===== src/rtl/mmu_ctl_pkg.sv =====
package mmu_ctl_pkg;

  localparam logic [7:0] OFS_BASE   = 8'h00;
  localparam logic [7:0] OFS_STATUS = 8'h04;
  localparam logic [7:0] OFS_CMD    = 8'h08;
  localparam logic [7:0] OFS_FADDR  = 8'h0C;
  localparam logic [7:0] OFS_ZAP1   = 8'h10;
  localparam logic [7:0] OFS_RAW    = 8'h14;
  localparam logic [7:0] OFS_CLR    = 8'h18;
  localparam logic [7:0] OFS_MASK   = 8'h1C;
  localparam logic [7:0] OFS_MSTAT  = 8'h20;
  localparam logic [7:0] OFS_GATE   = 8'h24;

  typedef enum logic [2:0] {
    CMD_PG_ON     = 3'd0,
    CMD_PG_OFF    = 3'd1,
    CMD_STALL_ON  = 3'd2,
    CMD_STALL_OFF = 3'd3,
    CMD_FLUSH_ALL = 3'd4,
    CMD_FAULT_ACK = 3'd5,
    CMD_HARD_RST  = 3'd6
  } mmu_cmd_e;

  typedef struct packed {
    logic base;
    logic status;
    logic cmd;
    logic faddr;
    logic zap1;
    logic raw;
    logic clr;
    logic mask;
    logic mstat;
    logic gate;
  } reg_sel_t;

  // status bit positions
  localparam int ST_PAGING  = 0;
  localparam int ST_FAULT   = 1;
  localparam int ST_STALL   = 2;
  localparam int ST_IDLE    = 3;
  localparam int ST_RBUF    = 4;
  localparam int ST_FWRITE  = 5;
  localparam int ST_NSTALL  = 31;

endpackage


===== src/rtl/mmu_ctl_decode.sv =====
module mmu_ctl_decode
  import mmu_ctl_pkg::*;
#(
  parameter int ADDR_W = 6
) (
  input  logic [ADDR_W-1:0] addr,
  output reg_sel_t          sel
);

  function automatic logic is_at(input logic [ADDR_W-1:0] a, input logic [7:0] ofs);
    return a == ADDR_W'(ofs);
  endfunction

  always_comb begin
    sel        = '0;
    sel.base   = is_at(addr, OFS_BASE);
    sel.status = is_at(addr, OFS_STATUS);
    sel.cmd    = is_at(addr, OFS_CMD);
    sel.faddr  = is_at(addr, OFS_FADDR);
    sel.zap1   = is_at(addr, OFS_ZAP1);
    sel.raw    = is_at(addr, OFS_RAW);
    sel.clr    = is_at(addr, OFS_CLR);
    sel.mask   = is_at(addr, OFS_MASK);
    sel.mstat  = is_at(addr, OFS_MSTAT);
    sel.gate   = is_at(addr, OFS_GATE);
  end

endmodule


===== src/rtl/mmu_ctl_cmd.sv =====
module mmu_ctl_cmd
  import mmu_ctl_pkg::*;
(
  input  logic        clk,
  input  logic        rst_n,
  input  logic        cmd_wr,
  input  logic [31:0] cmd_code,
  input  logic        eng_idle,
  input  logic        flt_valid,
  input  logic [31:0] flt_addr,
  input  logic        flt_write,
  output logic        paging,
  output logic        stall,
  output logic        fault,
  output logic [31:0] fault_addr,
  output logic        fault_wr,
  output logic        flt_event,
  output logic        flush_pulse,
  output logic        hard_rst
);

  logic stall_req;

  function automatic logic is_cmd(input logic [31:0] v, input mmu_cmd_e c);
    return v == 32'(c);
  endfunction

  logic do_pg_on, do_pg_off, do_st_on, do_st_off, do_flush, do_ack;

  always_comb begin
    do_pg_on  = cmd_wr && is_cmd(cmd_code, CMD_PG_ON);
    do_pg_off = cmd_wr && is_cmd(cmd_code, CMD_PG_OFF);
    do_st_on  = cmd_wr && is_cmd(cmd_code, CMD_STALL_ON) && paging && !fault;
    do_st_off = cmd_wr && is_cmd(cmd_code, CMD_STALL_OFF);
    do_flush  = cmd_wr && is_cmd(cmd_code, CMD_FLUSH_ALL);
    do_ack    = cmd_wr && is_cmd(cmd_code, CMD_FAULT_ACK);
    hard_rst  = cmd_wr && is_cmd(cmd_code, CMD_HARD_RST);
    flt_event = flt_valid && paging && !fault && !hard_rst;
  end

  always_ff @(posedge clk or negedge rst_n) begin
    if (!rst_n) begin
      paging      <= 1'b0;
      stall_req   <= 1'b0;
      stall       <= 1'b0;
      fault       <= 1'b0;
      fault_addr  <= '0;
      fault_wr    <= 1'b0;
      flush_pulse <= 1'b0;
    end else if (hard_rst) begin
      paging      <= 1'b0;
      stall_req   <= 1'b0;
      stall       <= 1'b0;
      fault       <= 1'b0;
      fault_addr  <= '0;
      fault_wr    <= 1'b0;
      flush_pulse <= 1'b0;
    end else begin
      flush_pulse <= do_flush;
      if (do_pg_on)  paging <= 1'b1;
      if (do_pg_off) paging <= 1'b0;
      // stall request and its idle-qualified acknowledge
      if (do_st_off)     stall_req <= 1'b0;
      else if (do_st_on) stall_req <= 1'b1;
      if (do_st_off || !stall_req) stall <= 1'b0;
      else if (eng_idle)           stall <= 1'b1;
      // fault capture and release
      if (flt_event) begin
        fault      <= 1'b1;
        fault_addr <= flt_addr;
        fault_wr   <= flt_write;
      end else if (do_ack) begin
        fault <= 1'b0;
      end
    end
  end

endmodule


===== src/rtl/mmu_ctl_irq.sv =====
module mmu_ctl_irq #(
  parameter int NUM_IRQ = 2
) (
  input  logic               clk,
  input  logic               rst_n,
  input  logic               soft_clr,
  input  logic [NUM_IRQ-1:0] set_vec,
  input  logic               clr_wr,
  input  logic [NUM_IRQ-1:0] clr_bits,
  input  logic               mask_wr,
  input  logic [NUM_IRQ-1:0] mask_bits,
  output logic [NUM_IRQ-1:0] raw,
  output logic [NUM_IRQ-1:0] mask,
  output logic [NUM_IRQ-1:0] masked,
  output logic               irq
);

  for (genvar i = 0; i < NUM_IRQ; i++) begin : g_cause
    always_ff @(posedge clk or negedge rst_n) begin
      if (!rst_n)                      raw[i] <= 1'b0;
      else if (soft_clr)               raw[i] <= 1'b0;
      else if (set_vec[i])             raw[i] <= 1'b1;
      else if (clr_wr && clr_bits[i])  raw[i] <= 1'b0;
    end
  end

  always_ff @(posedge clk or negedge rst_n) begin
    if (!rst_n)        mask <= '0;
    else if (soft_clr) mask <= '0;
    else if (mask_wr)  mask <= mask_bits;
  end

  assign masked = raw & mask;
  assign irq    = |masked;

endmodule


===== src/rtl/mmu_ctl_top.sv =====
module mmu_ctl_top
  import mmu_ctl_pkg::*;
#(
  parameter int ADDR_W     = 6,
  parameter int NUM_IRQ    = 2,
  parameter int PAGE_SHIFT = 12
) (
  input  logic              clk,
  input  logic              rst_n,
  input  logic              bus_req,
  input  logic              bus_we,
  input  logic [ADDR_W-1:0] bus_addr,
  input  logic [31:0]       bus_wdata,
  output logic [31:0]       bus_rdata,
  output logic              bus_rvalid,
  input  logic              eng_idle,
  input  logic              rbuf_empty,
  input  logic              flt_valid,
  input  logic [31:0]       flt_addr,
  input  logic              flt_write,
  input  logic              rd_bus_err,
  output logic              paging_on,
  output logic              stall_on,
  output logic              fault_on,
  output logic [31:0]       dir_base,
  output logic              gate_en,
  output logic              inv_all,
  output logic              inv_one,
  output logic [31:0]       inv_addr,
  output logic              irq
);

  localparam int BASE_W = 32 - PAGE_SHIFT;

  reg_sel_t sel;
  logic     wr_en, rd_en;
  logic     hard_rst, flt_event, fault_wr;
  logic [31:0] flt_addr_q;
  logic [NUM_IRQ-1:0] irq_raw, irq_mask, irq_masked, set_vec;
  logic [BASE_W-1:0] base_q;
  logic gate_q, inv_one_q;
  logic [31:0] inv_addr_q, rd_mux, status_w;

  assign wr_en = bus_req && bus_we;
  assign rd_en = bus_req && !bus_we;

  mmu_ctl_decode #(.ADDR_W(ADDR_W)) u_dec (
    .addr (bus_addr),
    .sel  (sel)
  );

  mmu_ctl_cmd u_cmd (
    .clk         (clk),
    .rst_n       (rst_n),
    .cmd_wr      (wr_en && sel.cmd),
    .cmd_code    (bus_wdata),
    .eng_idle    (eng_idle),
    .flt_valid   (flt_valid),
    .flt_addr    (flt_addr),
    .flt_write   (flt_write),
    .paging      (paging_on),
    .stall       (stall_on),
    .fault       (fault_on),
    .fault_addr  (flt_addr_q),
    .fault_wr    (fault_wr),
    .flt_event   (flt_event),
    .flush_pulse (inv_all),
    .hard_rst    (hard_rst)
  );

  assign set_vec = NUM_IRQ'({rd_bus_err, flt_event});

  mmu_ctl_irq #(.NUM_IRQ(NUM_IRQ)) u_irq (
    .clk       (clk),
    .rst_n     (rst_n),
    .soft_clr  (hard_rst),
    .set_vec   (set_vec),
    .clr_wr    (wr_en && sel.clr),
    .clr_bits  (bus_wdata[NUM_IRQ-1:0]),
    .mask_wr   (wr_en && sel.mask),
    .mask_bits (bus_wdata[NUM_IRQ-1:0]),
    .raw       (irq_raw),
    .mask      (irq_mask),
    .masked    (irq_masked),
    .irq       (irq)
  );

  // directory base, gating and single-line invalidate
  always_ff @(posedge clk or negedge rst_n) begin
    if (!rst_n) begin
      base_q     <= '0;
      gate_q     <= 1'b0;
      inv_one_q  <= 1'b0;
      inv_addr_q <= '0;
    end else begin
      inv_one_q <= wr_en && sel.zap1;
      if (wr_en && sel.zap1) inv_addr_q <= bus_wdata;
      if (hard_rst) begin
        base_q <= '0;
        gate_q <= 1'b0;
      end else begin
        if (wr_en && sel.base) base_q <= bus_wdata[31:PAGE_SHIFT];
        if (wr_en && sel.gate) gate_q <= bus_wdata[0];
      end
    end
  end

  assign dir_base = {base_q, {PAGE_SHIFT{1'b0}}};
  assign gate_en  = gate_q;
  assign inv_one  = inv_one_q;
  assign inv_addr = inv_addr_q;

  always_comb begin
    status_w             = '0;
    status_w[ST_PAGING]  = paging_on;
    status_w[ST_FAULT]   = fault_on;
    status_w[ST_STALL]   = stall_on;
    status_w[ST_IDLE]    = eng_idle;
    status_w[ST_RBUF]    = rbuf_empty;
    status_w[ST_FWRITE]  = fault_wr;
    status_w[ST_NSTALL]  = !stall_on;
  end

  always_comb begin
    rd_mux = '0;
    if (sel.base)   rd_mux = dir_base;
    if (sel.status) rd_mux = status_w;
    if (sel.faddr)  rd_mux = flt_addr_q;
    if (sel.raw)    rd_mux = 32'(irq_raw);
    if (sel.mask)   rd_mux = 32'(irq_mask);
    if (sel.mstat)  rd_mux = 32'(irq_masked);
    if (sel.gate)   rd_mux = {31'b0, gate_q};
  end

  always_ff @(posedge clk or negedge rst_n) begin
    if (!rst_n) begin
      bus_rdata  <= '0;
      bus_rvalid <= 1'b0;
    end else begin
      bus_rvalid <= rd_en;
      if (rd_en) bus_rdata <= rd_mux;
    end
  end

endmodule


===== config.mk =====
export PLATFORM = sky130hd
export DESIGN_NAME = mmu_ctl_top
export DESIGN_NICKNAME = d
export VERILOG_FILES = /design/src/rtl/mmu_ctl_pkg.sv /design/src/rtl/mmu_ctl_decode.sv /design/src/rtl/mmu_ctl_cmd.sv /design/src/rtl/mmu_ctl_irq.sv /design/src/rtl/mmu_ctl_top.sv
export SDC_FILE = /design/constraint.sdc
export NUM_CORES = 1
export LEC_CHECK = 0
export ABC_CLOCK_PERIOD_IN_PS = 2000
export BUFFER_PORTS_ARGS = -buffer_cell sky130_fd_sc_hd__buf_2
export CORE_MARGIN = 4
export CORE_UTILIZATION = 30
export DETAILED_ROUTE_END_ITERATION = 6
export MAX_ROUTING_LAYER = met4
export PLACE_DENSITY = 0.57
export SLEW_MARGIN = 20
export SYNTH_ARGS = -nofsm -noshare
export SYNTH_HDL_FRONTEND = slang
export SYNTH_SLANG_ARGS = --single-unit

===== constraint.sdc =====
create_clock -name clk -period 2 [get_ports clk]
set_clock_uncertainty 0.15 [all_clocks]
set_input_delay 0.4 -clock clk [delete_from_list [all_inputs] [get_ports clk]]
set_output_delay 0.4 -clock clk [all_outputs]
set_load 0.02 [all_outputs]

* Word level (Yosys, flattened, before mapping) *
Cells that the tools add are included.

word-level totals
  register bits = 129
  latch bits = 0
  bits in writable memories = 0
  memory bits (read-only) = 0
  input port bits = 79
  output and inout bits = 104
  logic and storage cells = 109
  memories = 0

cells by class
  add/sub/neg operators = 0
  multipliers = 0
  divide/modulo/power cells = 0
  $lt $le $gt $ge = 0
  eq/ne operators = 15
  shifts and indexed selects = 0
  mux-type cells = 36
  bitwise gates (word level) = 1
  reductions and logical operators = 41

operators with widths
  cell                                                   number
  2-to-1 mux 32 bit                                      9
  equality test 32 x 3 -> 1 bit (second input constant)  3
  equality test 32 x 2 -> 1 bit (second input constant)  2
  2-to-1 mux 20 bit                                      2
  equality test 32 x 1 -> 1 bit (second input constant)  1
  logical NOT 32 bit                                     1
  equality test 6 x 5 -> 1 bit (second input constant)   4
  2-to-1 mux 1 bit                                       23
  logical AND 1 bit                                      22
  nonzero test 3 bit                                     6
  equality test 6 x 4 -> 1 bit (second input constant)   2
  equality test 6 bit (second input constant)            2
  nonzero test 2 bit                                     4
  equality test 6 x 3 -> 1 bit (second input constant)   1
  logical NOT 6 bit                                      1
  logical NOT 1 bit                                      5
  2-to-1 mux 2 bit                                       2
  AND 2 bit                                              1
  OR reduction 2 bit                                     1
  logical OR 1 bit                                       1

* Depth between registers and ports, before layout *
  word-level depth = 8
  depth in mapped cells = 7
  depth with buffers taken out = 5

* By module *
From an unflattened synthesis, not the netlist that was laid out.

unflattened totals
  cell total of the unflattened synthesis = 470
  area total of the unflattened synthesis = 5700.5 sq um

modules (own cells, without submodules)
  module          times used  cells each  area an instance (sq um)  sequential area each (sq um)
  mmu_ctl_top     1           288         3687.3                    2177.1
  mmu_ctl_cmd     1           149         1739.2                    950.9
  mmu_ctl_irq     1           17          181.4                     100.1
  mmu_ctl_decode  1           16          92.6                      0.0

* Worst setup path after synthesis *
Ideal clock, no wire load.

  path kind = input to register
  start point = in bus_addr[3]
  end point = reg u_cmd.fault_addr[22]
  setup time = 119 ps
  arrival = 1654 ps
  required time = 1731 ps
  path slack = 77 ps
  stages on the path = 7
  buffers on the path = 3
  cells stage by stage = buf_4 > nor2b_1 > nand4_1 > nor4_4 > buf_4 > buf_6 > nor2_1

between the ends
  word-level cells in the longest chain between the ends = 6
  elaborated cells on any way between the ends = 7
  those cells by class = 1 x eq/ne; 1 x mux; 5 x reduce/logical

RTL lines
  element                         RTL line              text
  from (decl)                     mmu_ctl_top.sv:12     input logic [ADDR_W-1:0] bus_addr,
  equality test 6 x 4 -> 1 bit *  mmu_ctl_decode.sv:11  return a == ADDR_W'(ofs);
  logical AND 1 bit *             mmu_ctl_top.sv:55     .cmd_wr (wr_en && sel.cmd),
  logical AND 1 bit *             mmu_ctl_cmd.sv:37     hard_rst = cmd_wr && is_cmd(cmd_code, CMD_HARD_RST);
  logical NOT 1 bit               mmu_ctl_cmd.sv:38     flt_event = flt_valid && paging && !fault && !hard_rst;
  logical AND 1 bit               mmu_ctl_cmd.sv:38
  nonzero test 2 bit (no line)    n/a
  to (signal assigned)            mmu_ctl_cmd.sv:70     fault_addr <= flt_addr;
  to (decl)                       mmu_ctl_cmd.sv:15     output logic [31:0] fault_addr,

Mark *: on every way between the ends. The rest lies on a longest branch, timed or not.
A chain may end at the register's enable or synchronous reset.

* Worst setup path in the final report *
  start point = in bus_wdata[19]
  end point = reg u_cmd.fault_addr[26]

between the ends
  word-level cells in the longest chain between the ends = 5
  elaborated cells on any way between the ends = 6
  those cells by class = 1 x eq/ne; 1 x mux; 4 x reduce/logical

RTL lines
  element                          RTL line           text
  from (decl)                      mmu_ctl_top.sv:13  input logic [31:0] bus_wdata,
  equality test 32 x 3 -> 1 bit *  mmu_ctl_cmd.sv:25  return v == 32'(c);
  logical AND 1 bit *              mmu_ctl_cmd.sv:37
  logical NOT 1 bit                mmu_ctl_cmd.sv:38
  logical AND 1 bit                mmu_ctl_cmd.sv:38
  nonzero test 2 bit (no line)     n/a

Marks and branches as above.

==> results.tsv <==
stage	metric	value	unit
placed_design	dpl.hpwl	12890	µm
setup_path	cp_common_cell	buf_4	
setup_path	crit_arrival	2.03	ns
global_routing	overflow	0	
sta	rsz0062_at_grt	no	
placed_design	portBuffers	170	
sta	fmax	527.9	MHz
synthesis	synth_edf_count	0	
drt	viasPerCell	4.808	
floorplan	fp.dieW	145.9	µm
power	p_seq_frac	0.436	
global_routing	grtUsageTotal	0.1690	
setup_path	critPathSlowestCell	nor4_2	
power	pwr-share-clk	0.456	
drt	drtAntennaViolNets	0	
sta	final_hold_viol_count	0	
setup_path	crit_family	simple AND/OR/NAND/NOR gates	
drt	post_drt_wl_per_cell	17.58	µm
clock_tree	clk_pin_slew	0.06	ns
power	peakVddDrop	0.5363	mV
drt	drt_iter0_drc	249	
sta	fin_crit	1.894	ns
power	combPwrFrac	0.108	
drt	first_pass_iters	4	
clock_tree	cts_tree	yes	
synthesis	yosysWarnings	0	
setup_path	required	2.13	ns
clock_tree	numClockSinks	129	
global_routing	grt_pass1_vias	5132	
floorplan	die_h	145.9	µm
hold_path	hp-class	in -> reg	
setup_path	worstPathCellList	buf_2 -> nor4_2 -> buf_4 -> nand4_1 -> nor4_4 -> buf_4 -> nor2_1	
layout	syn2layout_area_growth	36.75	%
synthesis	syn_area	5707	µm²
clock_tree	htree_levels	4	
synthesis	syn-instance-count	503	
synthesis	netlist-cell-type-count	43	
placed_design	pre_cts_slack	-0.4682	ns
sta	min_period_over_period	0.9472	
sta	fin_setup_tns	0	ns
global_routing	grt_pass1_wl	27620	µm
setup_path	crit_type	in -> reg	
synthesis	syn_avg_cell_area	11.35	µm²
run	timing.max_cap.violations	0	
drt	vias	4664	
power	leakagePower	4.335	nW
global_routing	grt_start_max_net_pins	42	
clock_tree	root_buffer	clkbuf_16	
drt	drc	0	
power	powerDensity	813.1	nW/µm²
floorplan	start_util	0.3051	
synthesis	synth_seq_cells	129	
setup_path	slowest_delay	0.40	ns
setup_path	crit_fanout	22	
clock_tree	clk_latency	0.41	ns
synthesis	async_flop_share	1.000	
status	status	complete, no violations	
sta	setup_ws	0.1056	ns
synthesis	synth_ff_type	dfrtp_1	
floorplan	num_rows	50	
setup_path	crit_buf_inv	3	
sta	drv_slew	0	
layout	finish.utilization	0.4172	
clock_tree	post-cts-setup-buffers	0	
clock_tree	cts_buffers	17	
setup_path	worst_setup_path_start_kind	input port	
synthesis	yosysSeqAreaShare	0.5657	
floorplan	ios	183	
power	p_int	4.739	mW
drt	wl	17050	µm
setup_path	endpoint_kind	flop	
floorplan	design.die.area	21290	µm²
clock_tree	clk_path_buf_depth	2	
floorplan	core_region_area	18710	µm²
power	swShare	0.2532	
sta	setup_viol	0	
global_routing	antenna_found_initial	1	
layout	nNetsFinal	802	
placed_design	place_congestion	0.8442	
sta	hold_ws	0.05367	ns
layout	drive_above_1_share	0.4150	
power	switching_power	1.607	mW
[area by class of cell]
cell class / instances / area [µm²]
flip-flops and latches: 129 / 3228
repair buffers: 236 / 1455
multi-input cells: 334 / 2257
clock buffers: 22 / 464.2
diodes: 1 / 2.502
well taps: 234 / 292.8
fillers: 1817 / 10900
inverters: 5 / 18.77
clock inverters: 9 / 85.08
[routing by layer]
metal	up-vias	part of all wire	global-route usage	wire, µm
li1	2194	-	-	-
met1	2303	0.44	0.2085	7507
met2	143	0.49	0.2698	8359
met3	24	0.051	0.04235	871
met4	0	0.018	0.06125	309
met5	-	0	-	0
[what timing repair did]
item / CTS / global route
endpoints found under the hold margin: 38 / 0
hold buffers: 1 / 0
endpoints found under the setup margin: 23 / 0
gates resized for setup: 2 / 0
[Yosys cell counts (4+ instances only)]
cell / count / share of area
nor2_1: 62 / 0.041
o21ai_1: 13 / 0.011
nor4_1: 8 / 0.0088
a22oi_1: 19 / 0.025
clkbuf_1: 10 / 0.0066
buf_2: 15 / 0.013
mux2i_1: 60 / 0.11
a21oi_1: 10 / 0.0088
mux2_2: 32 / 0.063
nand4_1: 8 / 0.0088
buf_4: 17 / 0.022
nand3_1: 10 / 0.0088
nand2_1: 43 / 0.028
inv_1: 5 / 0.0033
o21ai_0: 16 / 0.014
dfrtp_1: 129 / 0.57
a31oi_1: 4 / 0.0044
[logic make-up (layout without fill, tap and decap cells)]
logic type	after synthesis	in the layout	share of synthesized area
xor gates and xnor gates	1	1	0.001535
and+or+nand+nor	158	158	0.1340
other	1	13	0.0006571
muxes	92	92	0.1684
buffers and inverters	51	272	0.05218
DFF	129	129	0.5657
AOI/OAI and AO/OA	71	71	0.07762
[placed cells by master (no fill, tap or decap), types with 3 or more instances in the layout]
master      instances
mux2_2             32
a22oi_1            19
nand3_1             9
mux2i_1            60
clkbuf_1            3
clkbuf_16          17
conb_1             12
a21oi_1            10
a31oi_1             4
buf_12              8
nor2b_1             3
nor3_1              3
clkinvlp_4          3
clkinv_2            3
nor4_1              6
nand2_1            43
inv_1               5
o21ai_1            13
dfrtp_1           129
nand4_1             8
nor4b_1             3
o21ai_0            16
nor2_1             62
buf_4              57
buf_2             169
[registers in the layout (all words and copies together) (netlist names), 2 cells and up]
name              cells
base_q               20
u_irq.raw             2
inv_addr             32
u_cmd.fault_addr     32
u_irq.mask            2
bus_rdata            32
[power groups by stage]
stage	logic, mW	clock network (mW)	registers (mW)
3_3_place_gp	0.676	0	2.81
4_1_cts	0.696	2.97	2.77
3_5_place_dp	0.689	0	2.82
2_1_floorplan	0.204	0	2.92
6_report	0.685	2.89	2.77
5_1_grt	0.749	3.08	2.78
[through the flow]
stage / area (µm²) / power [mW] / cells
4_1_cts: 7801 / 6.435 / 969
3_5_place_dp: 7229 / 3.504 / 937
6_report: 7804 / 6.346 / 970
2_1_floorplan: 5748 / 3.128 / 514
5_1_grt: 7804 / 6.614 / 970
3_3_place_gp: 7229 / 3.489 / 937
[worst paths after layout]
check                                              endpoint  slack, ns                     start  cells past startpoint
setup / recovery           u_cmd.fault_addr[26]$_DFFE_PN0P_       0.11             bus_wdata[19]                      7
hold / removal                     u_irq.raw[1]$_DFFE_PN0P_       0.05                rd_bus_err                      3
setup reg to reg           u_cmd.fault_addr[14]$_DFFE_PN0P_       0.51  u_cmd.paging$_DFFE_PN0P_                      4
hold reg to reg                    bus_rdata[8]$_DFFE_PN0P_       0.31  bus_rdata[8]$_DFFE_PN0P_                      2
max in group asynchronous           inv_addr[9]$_DFFE_PN0P_       0.76                     rst_n                      3
min in group asynchronous            base_q[19]$_DFFE_PN0P_       0.33                     rst_n                      2
[worst reg2reg max path, stage by stage, from the launching register on]
cell,delay (ns)
dfrtp_1,0.46
nand3b_1,0.20
buf_4,0.27
mux2i_1,0.22
nor2_1,0.07
No activity file was read; power rests on OpenSTA's default activity.
